`src/rtl/disp_i2c_pkg.sv`:
```
package disp_i2c_pkg;
  localparam int BYTE_W = 8;
  localparam int CO_BIT = 7;
  localparam int DC_BIT = 6;
  localparam int BIT_CNT_W = $clog2(BYTE_W);

  typedef enum logic [2:0] {
    LNK_IDLE,
    LNK_ADDR,
    LNK_DATA,
    LNK_ACK_WAIT,
    LNK_ACK_DRV,
    LNK_IGNORE
  } lnk_state_e;

  typedef enum logic [1:0] {
    SRT_CTRL,
    SRT_STREAM,
    SRT_SINGLE
  } srt_mode_e;
endpackage

```
`src/rtl/disp_i2c_sync.sv`:
```
module disp_i2c_sync #(
  parameter int STAGES = 2,
  parameter int WIDTH  = 2
) (
  input  logic             clk_i,
  input  logic             rst_ni,
  input  logic [WIDTH-1:0] d_i,
  output logic [WIDTH-1:0] q_o
);
  for (genvar g = 0; g < WIDTH; g++) begin : g_bit
    logic [STAGES-1:0] ff_q;
    always_ff @(posedge clk_i or negedge rst_ni) begin
      if (!rst_ni) ff_q <= '1;  // idle bus level
      else         ff_q <= {ff_q[STAGES-2:0], d_i[g]};
    end
    assign q_o[g] = ff_q[STAGES-1];
  end
endmodule

```
`src/rtl/disp_i2c_events.sv`:
```
module disp_i2c_events (
  input  logic clk_i,
  input  logic rst_ni,
  input  logic scl_s_i,
  input  logic sda_s_i,
  output logic scl_rise_o,
  output logic scl_fall_o,
  output logic start_o,
  output logic stop_o
);
  logic scl_q, sda_q;

  always_ff @(posedge clk_i or negedge rst_ni) begin
    if (!rst_ni) begin
      scl_q <= 1'b1;
      sda_q <= 1'b1;
    end else begin
      scl_q <= scl_s_i;
      sda_q <= sda_s_i;
    end
  end

  assign scl_rise_o = scl_s_i & ~scl_q;
  assign scl_fall_o = ~scl_s_i & scl_q;
  assign start_o    = scl_s_i & scl_q & sda_q & ~sda_s_i;
  assign stop_o     = scl_s_i & scl_q & ~sda_q & sda_s_i;
endmodule

```
`src/rtl/disp_i2c_link.sv`:
```
module disp_i2c_link
  import disp_i2c_pkg::*;
#(
  parameter logic [6:0] ADDR_BASE = 7'h3C
) (
  input  logic              clk_i,
  input  logic              rst_ni,
  input  logic              addr_lsb_i,
  input  logic              scl_s_i,
  input  logic              sda_s_i,
  input  logic              scl_rise_i,
  input  logic              scl_fall_i,
  input  logic              start_i,
  input  logic              stop_i,
  output logic              sda_pull_o,
  output logic              txn_start_o,
  output logic              byte_stb_o,
  output logic [BYTE_W-1:0] byte_o
);
  lnk_state_e           state_q;
  logic [BIT_CNT_W-1:0] cnt_q;
  logic [BYTE_W-1:0]    shift_q;
  logic [BYTE_W-1:0]    shift_nxt;
  logic [6:0]           my_addr;
  logic                 last_bit;

  assign shift_nxt = {shift_q[BYTE_W-2:0], sda_s_i};
  assign my_addr   = {ADDR_BASE[6:1], addr_lsb_i};
  assign last_bit  = (cnt_q == BIT_CNT_W'(BYTE_W - 1));

  always_ff @(posedge clk_i or negedge rst_ni) begin
    if (!rst_ni) begin
      state_q     <= LNK_IDLE;
      cnt_q       <= '0;
      shift_q     <= '0;
      sda_pull_o  <= 1'b0;
      txn_start_o <= 1'b0;
      byte_stb_o  <= 1'b0;
      byte_o      <= '0;
    end else begin
      txn_start_o <= 1'b0;
      byte_stb_o  <= 1'b0;
      if (start_i) begin
        state_q    <= LNK_ADDR;
        cnt_q      <= '0;
        sda_pull_o <= 1'b0;
      end else if (stop_i) begin
        state_q    <= LNK_IDLE;
        sda_pull_o <= 1'b0;
      end else begin
        unique case (state_q)
          LNK_ADDR, LNK_DATA: begin
            if (scl_rise_i) begin
              shift_q <= shift_nxt;
              if (last_bit) begin
                cnt_q <= '0;
                if (state_q == LNK_ADDR) begin
                  if (shift_nxt[7:1] == my_addr && !shift_nxt[0]) begin
                    state_q     <= LNK_ACK_WAIT;
                    txn_start_o <= 1'b1;
                  end else begin
                    state_q <= LNK_IGNORE;
                  end
                end else begin
                  state_q    <= LNK_ACK_WAIT;
                  byte_stb_o <= 1'b1;
                  byte_o     <= shift_nxt;
                end
              end else begin
                cnt_q <= cnt_q + 1'b1;
              end
            end
          end
          LNK_ACK_WAIT: if (scl_fall_i) begin
            sda_pull_o <= 1'b1;
            state_q    <= LNK_ACK_DRV;
          end
          LNK_ACK_DRV: if (scl_fall_i) begin
            sda_pull_o <= 1'b0;
            state_q    <= LNK_DATA;
          end
          default: ;
        endcase
      end
    end
  end

  AST_PULL_SCL_LOW: assert property (@(posedge clk_i) disable iff (!rst_ni)
    !$stable(sda_pull_o) |-> !scl_s_i);
  AST_START_TO_ADDR: assert property (@(posedge clk_i) disable iff (!rst_ni)
    start_i |=> (state_q == LNK_ADDR) && !sda_pull_o);
  AST_STOP_TO_IDLE: assert property (@(posedge clk_i) disable iff (!rst_ni)
    (stop_i && !start_i) |=> (state_q == LNK_IDLE) && !sda_pull_o);
  AST_IGNORE_QUIET: assert property (@(posedge clk_i) disable iff (!rst_ni)
    (state_q == LNK_IGNORE || state_q == LNK_IDLE) |-> !sda_pull_o && !byte_stb_o);
  AST_PULL_ONLY_IN_ACK: assert property (@(posedge clk_i) disable iff (!rst_ni)
    sda_pull_o |-> (state_q == LNK_ACK_DRV));
endmodule

```
`src/rtl/disp_i2c_sorter.sv`:
```
module disp_i2c_sorter
  import disp_i2c_pkg::*;
(
  input  logic              clk_i,
  input  logic              rst_ni,
  input  logic              txn_start_i,
  input  logic              byte_stb_i,
  input  logic [BYTE_W-1:0] byte_i,
  output logic              valid_o,
  output logic [BYTE_W-1:0] data_o,
  output logic              is_data_o
);
  srt_mode_e mode_q;
  logic      dc_q;

  always_ff @(posedge clk_i or negedge rst_ni) begin
    if (!rst_ni) begin
      mode_q    <= SRT_CTRL;
      dc_q      <= 1'b0;
      valid_o   <= 1'b0;
      data_o    <= '0;
      is_data_o <= 1'b0;
    end else begin
      valid_o <= 1'b0;
      if (txn_start_i) begin
        mode_q <= SRT_CTRL;
      end else if (byte_stb_i) begin
        if (mode_q == SRT_CTRL) begin
          dc_q   <= byte_i[DC_BIT];
          mode_q <= byte_i[CO_BIT] ? SRT_SINGLE : SRT_STREAM;
        end else begin
          valid_o   <= 1'b1;
          data_o    <= byte_i;
          is_data_o <= dc_q;
          if (mode_q == SRT_SINGLE) mode_q <= SRT_CTRL;
        end
      end
    end
  end

  AST_CTRL_SILENT: assert property (@(posedge clk_i) disable iff (!rst_ni)
    (byte_stb_i && !txn_start_i && mode_q == SRT_CTRL) |=> !valid_o);
  AST_SINGLE_BACK: assert property (@(posedge clk_i) disable iff (!rst_ni)
    (byte_stb_i && !txn_start_i && mode_q == SRT_SINGLE) |=> valid_o && (mode_q == SRT_CTRL));
  AST_STREAM_STAYS: assert property (@(posedge clk_i) disable iff (!rst_ni)
    (byte_stb_i && !txn_start_i && mode_q == SRT_STREAM) |=> valid_o && (mode_q == SRT_STREAM));
  AST_VALID_PULSE: assert property (@(posedge clk_i) disable iff (!rst_ni)
    valid_o |=> !valid_o);
endmodule

```
`src/rtl/disp_i2c_rx.sv`:
```
module disp_i2c_rx
  import disp_i2c_pkg::*;
#(
  parameter logic [6:0] ADDR_BASE   = 7'h3C,
  parameter int         SYNC_STAGES = 2
) (
  input  logic              clk_i,
  input  logic              rst_ni,
  input  logic              scl_i,
  input  logic              sda_i,
  input  logic              addr_lsb_i,
  output logic              sda_pull_o,
  output logic              byte_valid_o,
  output logic [BYTE_W-1:0] byte_o,
  output logic              is_data_o
);
  logic              scl_s, sda_s;
  logic              scl_rise, scl_fall, bus_start, bus_stop;
  logic              txn_start, byte_stb;
  logic [BYTE_W-1:0] rx_byte;

  disp_i2c_sync #(.STAGES(SYNC_STAGES), .WIDTH(2)) i_sync (
    .clk_i (clk_i),
    .rst_ni(rst_ni),
    .d_i   ({scl_i, sda_i}),
    .q_o   ({scl_s, sda_s})
  );

  disp_i2c_events i_events (
    .clk_i     (clk_i),
    .rst_ni    (rst_ni),
    .scl_s_i   (scl_s),
    .sda_s_i   (sda_s),
    .scl_rise_o(scl_rise),
    .scl_fall_o(scl_fall),
    .start_o   (bus_start),
    .stop_o    (bus_stop)
  );

  disp_i2c_link #(.ADDR_BASE(ADDR_BASE)) i_link (
    .clk_i      (clk_i),
    .rst_ni     (rst_ni),
    .addr_lsb_i (addr_lsb_i),
    .scl_s_i    (scl_s),
    .sda_s_i    (sda_s),
    .scl_rise_i (scl_rise),
    .scl_fall_i (scl_fall),
    .start_i    (bus_start),
    .stop_i     (bus_stop),
    .sda_pull_o (sda_pull_o),
    .txn_start_o(txn_start),
    .byte_stb_o (byte_stb),
    .byte_o     (rx_byte)
  );

  disp_i2c_sorter i_sorter (
    .clk_i      (clk_i),
    .rst_ni     (rst_ni),
    .txn_start_i(txn_start),
    .byte_stb_i (byte_stb),
    .byte_i     (rx_byte),
    .valid_o    (byte_valid_o),
    .data_o     (byte_o),
    .is_data_o  (is_data_o)
  );
endmodule

```
`config.mk`:
```
export PLATFORM = sky130hd
export DESIGN_NAME = disp_i2c_rx
export DESIGN_NICKNAME = d
export VERILOG_FILES = /design/src/rtl/disp_i2c_pkg.sv /design/src/rtl/disp_i2c_sync.sv /design/src/rtl/disp_i2c_events.sv /design/src/rtl/disp_i2c_link.sv /design/src/rtl/disp_i2c_sorter.sv /design/src/rtl/disp_i2c_rx.sv
export SDC_FILE = /design/constraint.sdc
export NUM_CORES = 1
export LEC_CHECK = 0
export ABC_AREA = 1
export CORE_UTILIZATION = 56
export CTS_CLUSTER_DIAMETER = 50
export CTS_CLUSTER_SIZE = 25
export DETAILED_ROUTE_END_ITERATION = 8
export DONT_BUFFER_PORTS = 1
export PLACE_DENSITY = 0.78
export SYNTH_ARGS = -nofsm -noshare
export SYNTH_HDL_FRONTEND = slang
export SYNTH_HIERARCHICAL = 1
export SYNTH_SLANG_ARGS = --single-unit
```
`constraint.sdc`:
```
create_clock -name clk_i -period 1.6 [get_ports clk_i]
set_input_delay 0 -clock clk_i [delete_from_list [all_inputs] [get_ports clk_i]]
set_output_delay 0 -clock clk_i [all_outputs]
set_load 0.02 [all_outputs]
```
==> summary.md <==
| Metric | Value |
|---|---|
| Status | `completed` |
| Final core utilization | `68.6%` |
| CP Class | `reg -> reg` |
| Synth top area share | `46.5%` |
| Via/cell ratio | `5.04` |
| EDFF count, synth | `0` |
| Syn nets | `235` |
| Fmax | `0.631 GHz` |
| Setup WS post-layout | `0.0148 ns` |
| WL final | `3720 µm` |
| Switching Power | `1.06 mW` |
| Switch share | `36.7%` |
| P per Cell Area | `1250 nW/µm²` |
| Finished Layout Cells | `296` |
| Initial DRC count | `114` |
| CORE AREA | `3360 µm²` |
| Row Count | `21` |
| First-pass GRT wire length | `5710 µm` |
| Pin count of the biggest net entering global routing | `44` |
| Most frequent cell after synthesis | `nand2_1` |
| Clock Latency Late Sink | `0.35 ns` |
| Area growth from synthesis to layout | `15.8%` |
| WHS Endpoint | `i_link/txn_start_o$_DFF_PN0_` |
| RSZ-0062 raised after global routing | `yes` |
| Max FO, Critical Path | `7` |
| Final Hold Vio Count | `0` |
| Async set or reset register ratio after synthesis | `100%` |
| Ys Warns | `6` |
| Startpoint Class | `flip-flop` |
| # nets final | `256` |
| Final antenna-violating net count | `0` |
| Avg Cell Area, Syn | `8.74 µm²` |
| Chip height | `61.7 µm` |
| Top cells by count, synth | `78 x nand2_1, 37 x dfrtp_1, 30 x nand3_1` |
| Hold Slack | `0.0294 ns` |
| Mapped Area | `1990 µm²` |
| Worst endpoint required time | `1.87 ns` |
| Worst R2R End | `i_link/state_q[0]$_DFFE_PN0P_` |
| Crit share post-route | `99.1%` |
| Slew margin rel. | `76.2%` |
| Clk pwr share | `20.2%` |
| FF-to-FF setup slack | `0.01 ns` |
| Vias post-DR | `1491` |
| Least-Margin Pin Slew | `0.355 ns` |
| Post-layout min period | `1.59 ns` |
| Initial Util | `59.3%` |
| R2r startpoint | `i_sync/g_bit[1].ff_q[1]$_DFF_PN1_` |
| Ys flop type | `dfrtp_1` |
| Vias in the first global route | `1342` |
| Die width | `61.7 µm` |
| Final Max Slew Viols | `0` |
| Top cells by area, synth | `dfrtp_1 46%, nand2_1 15%, dfstp_2 7.9%` |
| Layout cell share with drive strength beyond 1 | `24.0%` |
| Pre-CTS setup slack | `-0.0258 ns` |
| Total gr overflow | `0` |
| TritonCTS Buffers | `5` |
| Final GP Congestion | `0.751` |
| Syn Inst Count | `228` |
| Synth unique cells | `25` |
| Crit path DAT | `1.86 ns` |
| Combinational share of power | `29.7%` |
| Reg clk slew, reported paths | `0.12 ns` |
| Antenna diode count | `0` |
| Leakage | `1.23 nW` |
| I/O Buffers | `0` |
| Post-Route Skew | `0.0122 ns` |
| Number of max-cap violations | `0` |
| GRT Total Usage | `21.4%` |
| Final setup vio count | `0` |
| Area leader, netlist | `dfrtp_1` |
| Sum of negative setup slack | `0 ns` |
| Initial antenna violation count | `0` |
| Hold Path Stages | `5` |
| Post-synthesis register bit count | `43` |
| R2R depth | `7` |
| Drt first pass iters | `4` |
| Pint | `1.82 mW` |
| Worst vdd ir | `698 µV` |
| Average wire per cell in the routed design | `12.6 µm` |
| Clock Tree Root | `clkbuf_4` |
| Die area | `3800 µm²` |
| # placed instances | `277` |
| CTS tree | `done` |
| DP HPWL | `2490 µm` |
| Seq/Total Area, Yosys | `54.4%` |
| Seq pwr share | `50.2%` |
| Worst Hold Launch | `addr_lsb_i` |
| TritonCTS Sinks | `43` |
| H-tree Lvls | `2` |
| DRC viols | `0` |
| Ports | `16` |
| Worst min-delay path class | `in -> reg` |
| Crit. End Element | `flip-flop` |
| Clock Path Buffers | `2` |
[how the worst max path moves through the flow]
stage / slack, ns / end / cells after the start / start
2_1_floorplan: -0.01 / i_link/byte_o[0]$_DFFE_PN0P_ / 8 / i_sync/g_bit[0].ff_q[1]$_DFF_PN1_
3_3_place_gp: 0.05 / i_link/sda_pull_o$_DFFE_PN0P_ / 11 / i_sync/g_bit[0].ff_q[1]$_DFF_PN1_
3_5_place_dp: -0.03 / i_link/sda_pull_o$_DFFE_PN0P_ / 11 / i_sync/g_bit[0].ff_q[1]$_DFF_PN1_
4_1_cts: 0.004 / i_link/shift_q[0]$_DFFE_PN0P_ / 9 / i_sync/g_bit[1].ff_q[1]$_DFF_PN1_
5_1_grt: -0.06 / i_link/state_q[2]$_DFFE_PN0P_ / 10 / i_sync/g_bit[1].ff_q[1]$_DFF_PN1_
6_report: 0.01 / i_link/state_q[0]$_DFFE_PN0P_ / 7 / i_sync/g_bit[1].ff_q[1]$_DFF_PN1_
[through the flow]
stage,power [mW],area [µm²]
6_report,2.88,2310
4_1_cts,2.84,2210
5_1_grt,3.09,2310
3_3_place_gp,2.18,2070
2_1_floorplan,2.05,2000
3_5_place_dp,2.22,2070
[timing repair]
action	4_1_cts	5_1_grt
hold endpoints to repair	46	0
endpoints found under the setup margin	4	13
setup buffers	0	5
pin swaps	0	11
hold buffers	5	0
cloned	0	1
resized for setup	3	14
[registers in the layout, summed over array words and instances, names as in the netlist, 2 cells and up]
register and cells:
i_sorter/data_o 8, i_link/shift_q 7, i_sorter/mode_q 2, i_sync/g_bit.ff_q 4
i_link/byte_o 8, i_link/state_q 3, i_link/cnt_q 3
[cells in the final DEF (no fill, tap or decap), drive strengths merged]
cell / count
a21oi: 4
buf: 13
clkbuf: 8
clkinvlp: 1
dfrtp: 37
dfstp: 6
dlygate4sd3: 4
ha: 2
inv: 24
nand2: 86
nand3: 31
nand4: 2
nor2: 21
nor3: 3
nor4: 1
o21ai: 6
o22ai: 1
[critical path: stages (launching register included)]
cell and delay [ns]:
dfstp_2 0.59, nand2_4 0.08, nor2_4 0.16, buf_6 0.14
clkinvlp_4 0.21, o21ai_0 0.18, nand2_1 0.07, o21ai_0 0.07
[layout make-up]
type                            instances  area (µm²)
Sequential cell                        43        1080
Clock buffer                            8        68.8
Inverter                               25         103
Tap cell                               46        57.6
Fill cell                             267        1060
Multi-Input combinational cell        157         837
Timing Repair Buffer                   17         158
[logic make-up (layout without fill, tap and decap cells)]
kind of cell / Yosys count / after routing / synth area share (%)
AOI/OAI and AO/OA: 11 / 11 / 3.39
adders and majority gates: 2 / 2 / 1.26
buffers and inverters: 29 / 50 / 6.84
DFF: 43 / 43 / 54.4
and+or+nand+nor: 143 / 144 / 34.1
[power by group through the flow]
stage / combinational (mW) / sequential, mW / clock, mW
after floorplan: 0.637 / 1.41 / 0
after global routing: 0.972 / 1.47 / 0.646
after global placement: 0.730 / 1.45 / 0
final: 0.855 / 1.45 / 0.581
after detailed placement: 0.758 / 1.46 / 0
after CTS: 0.799 / 1.44 / 0.603
[metal layers]
metal	GRT usage, %	share of wire (%)
met5	0	0
met3	5.67	3.7
met4	9.52	1.2
met1	26.1	46
met2	35.6	49
Power figures use the tool's default switching activity.
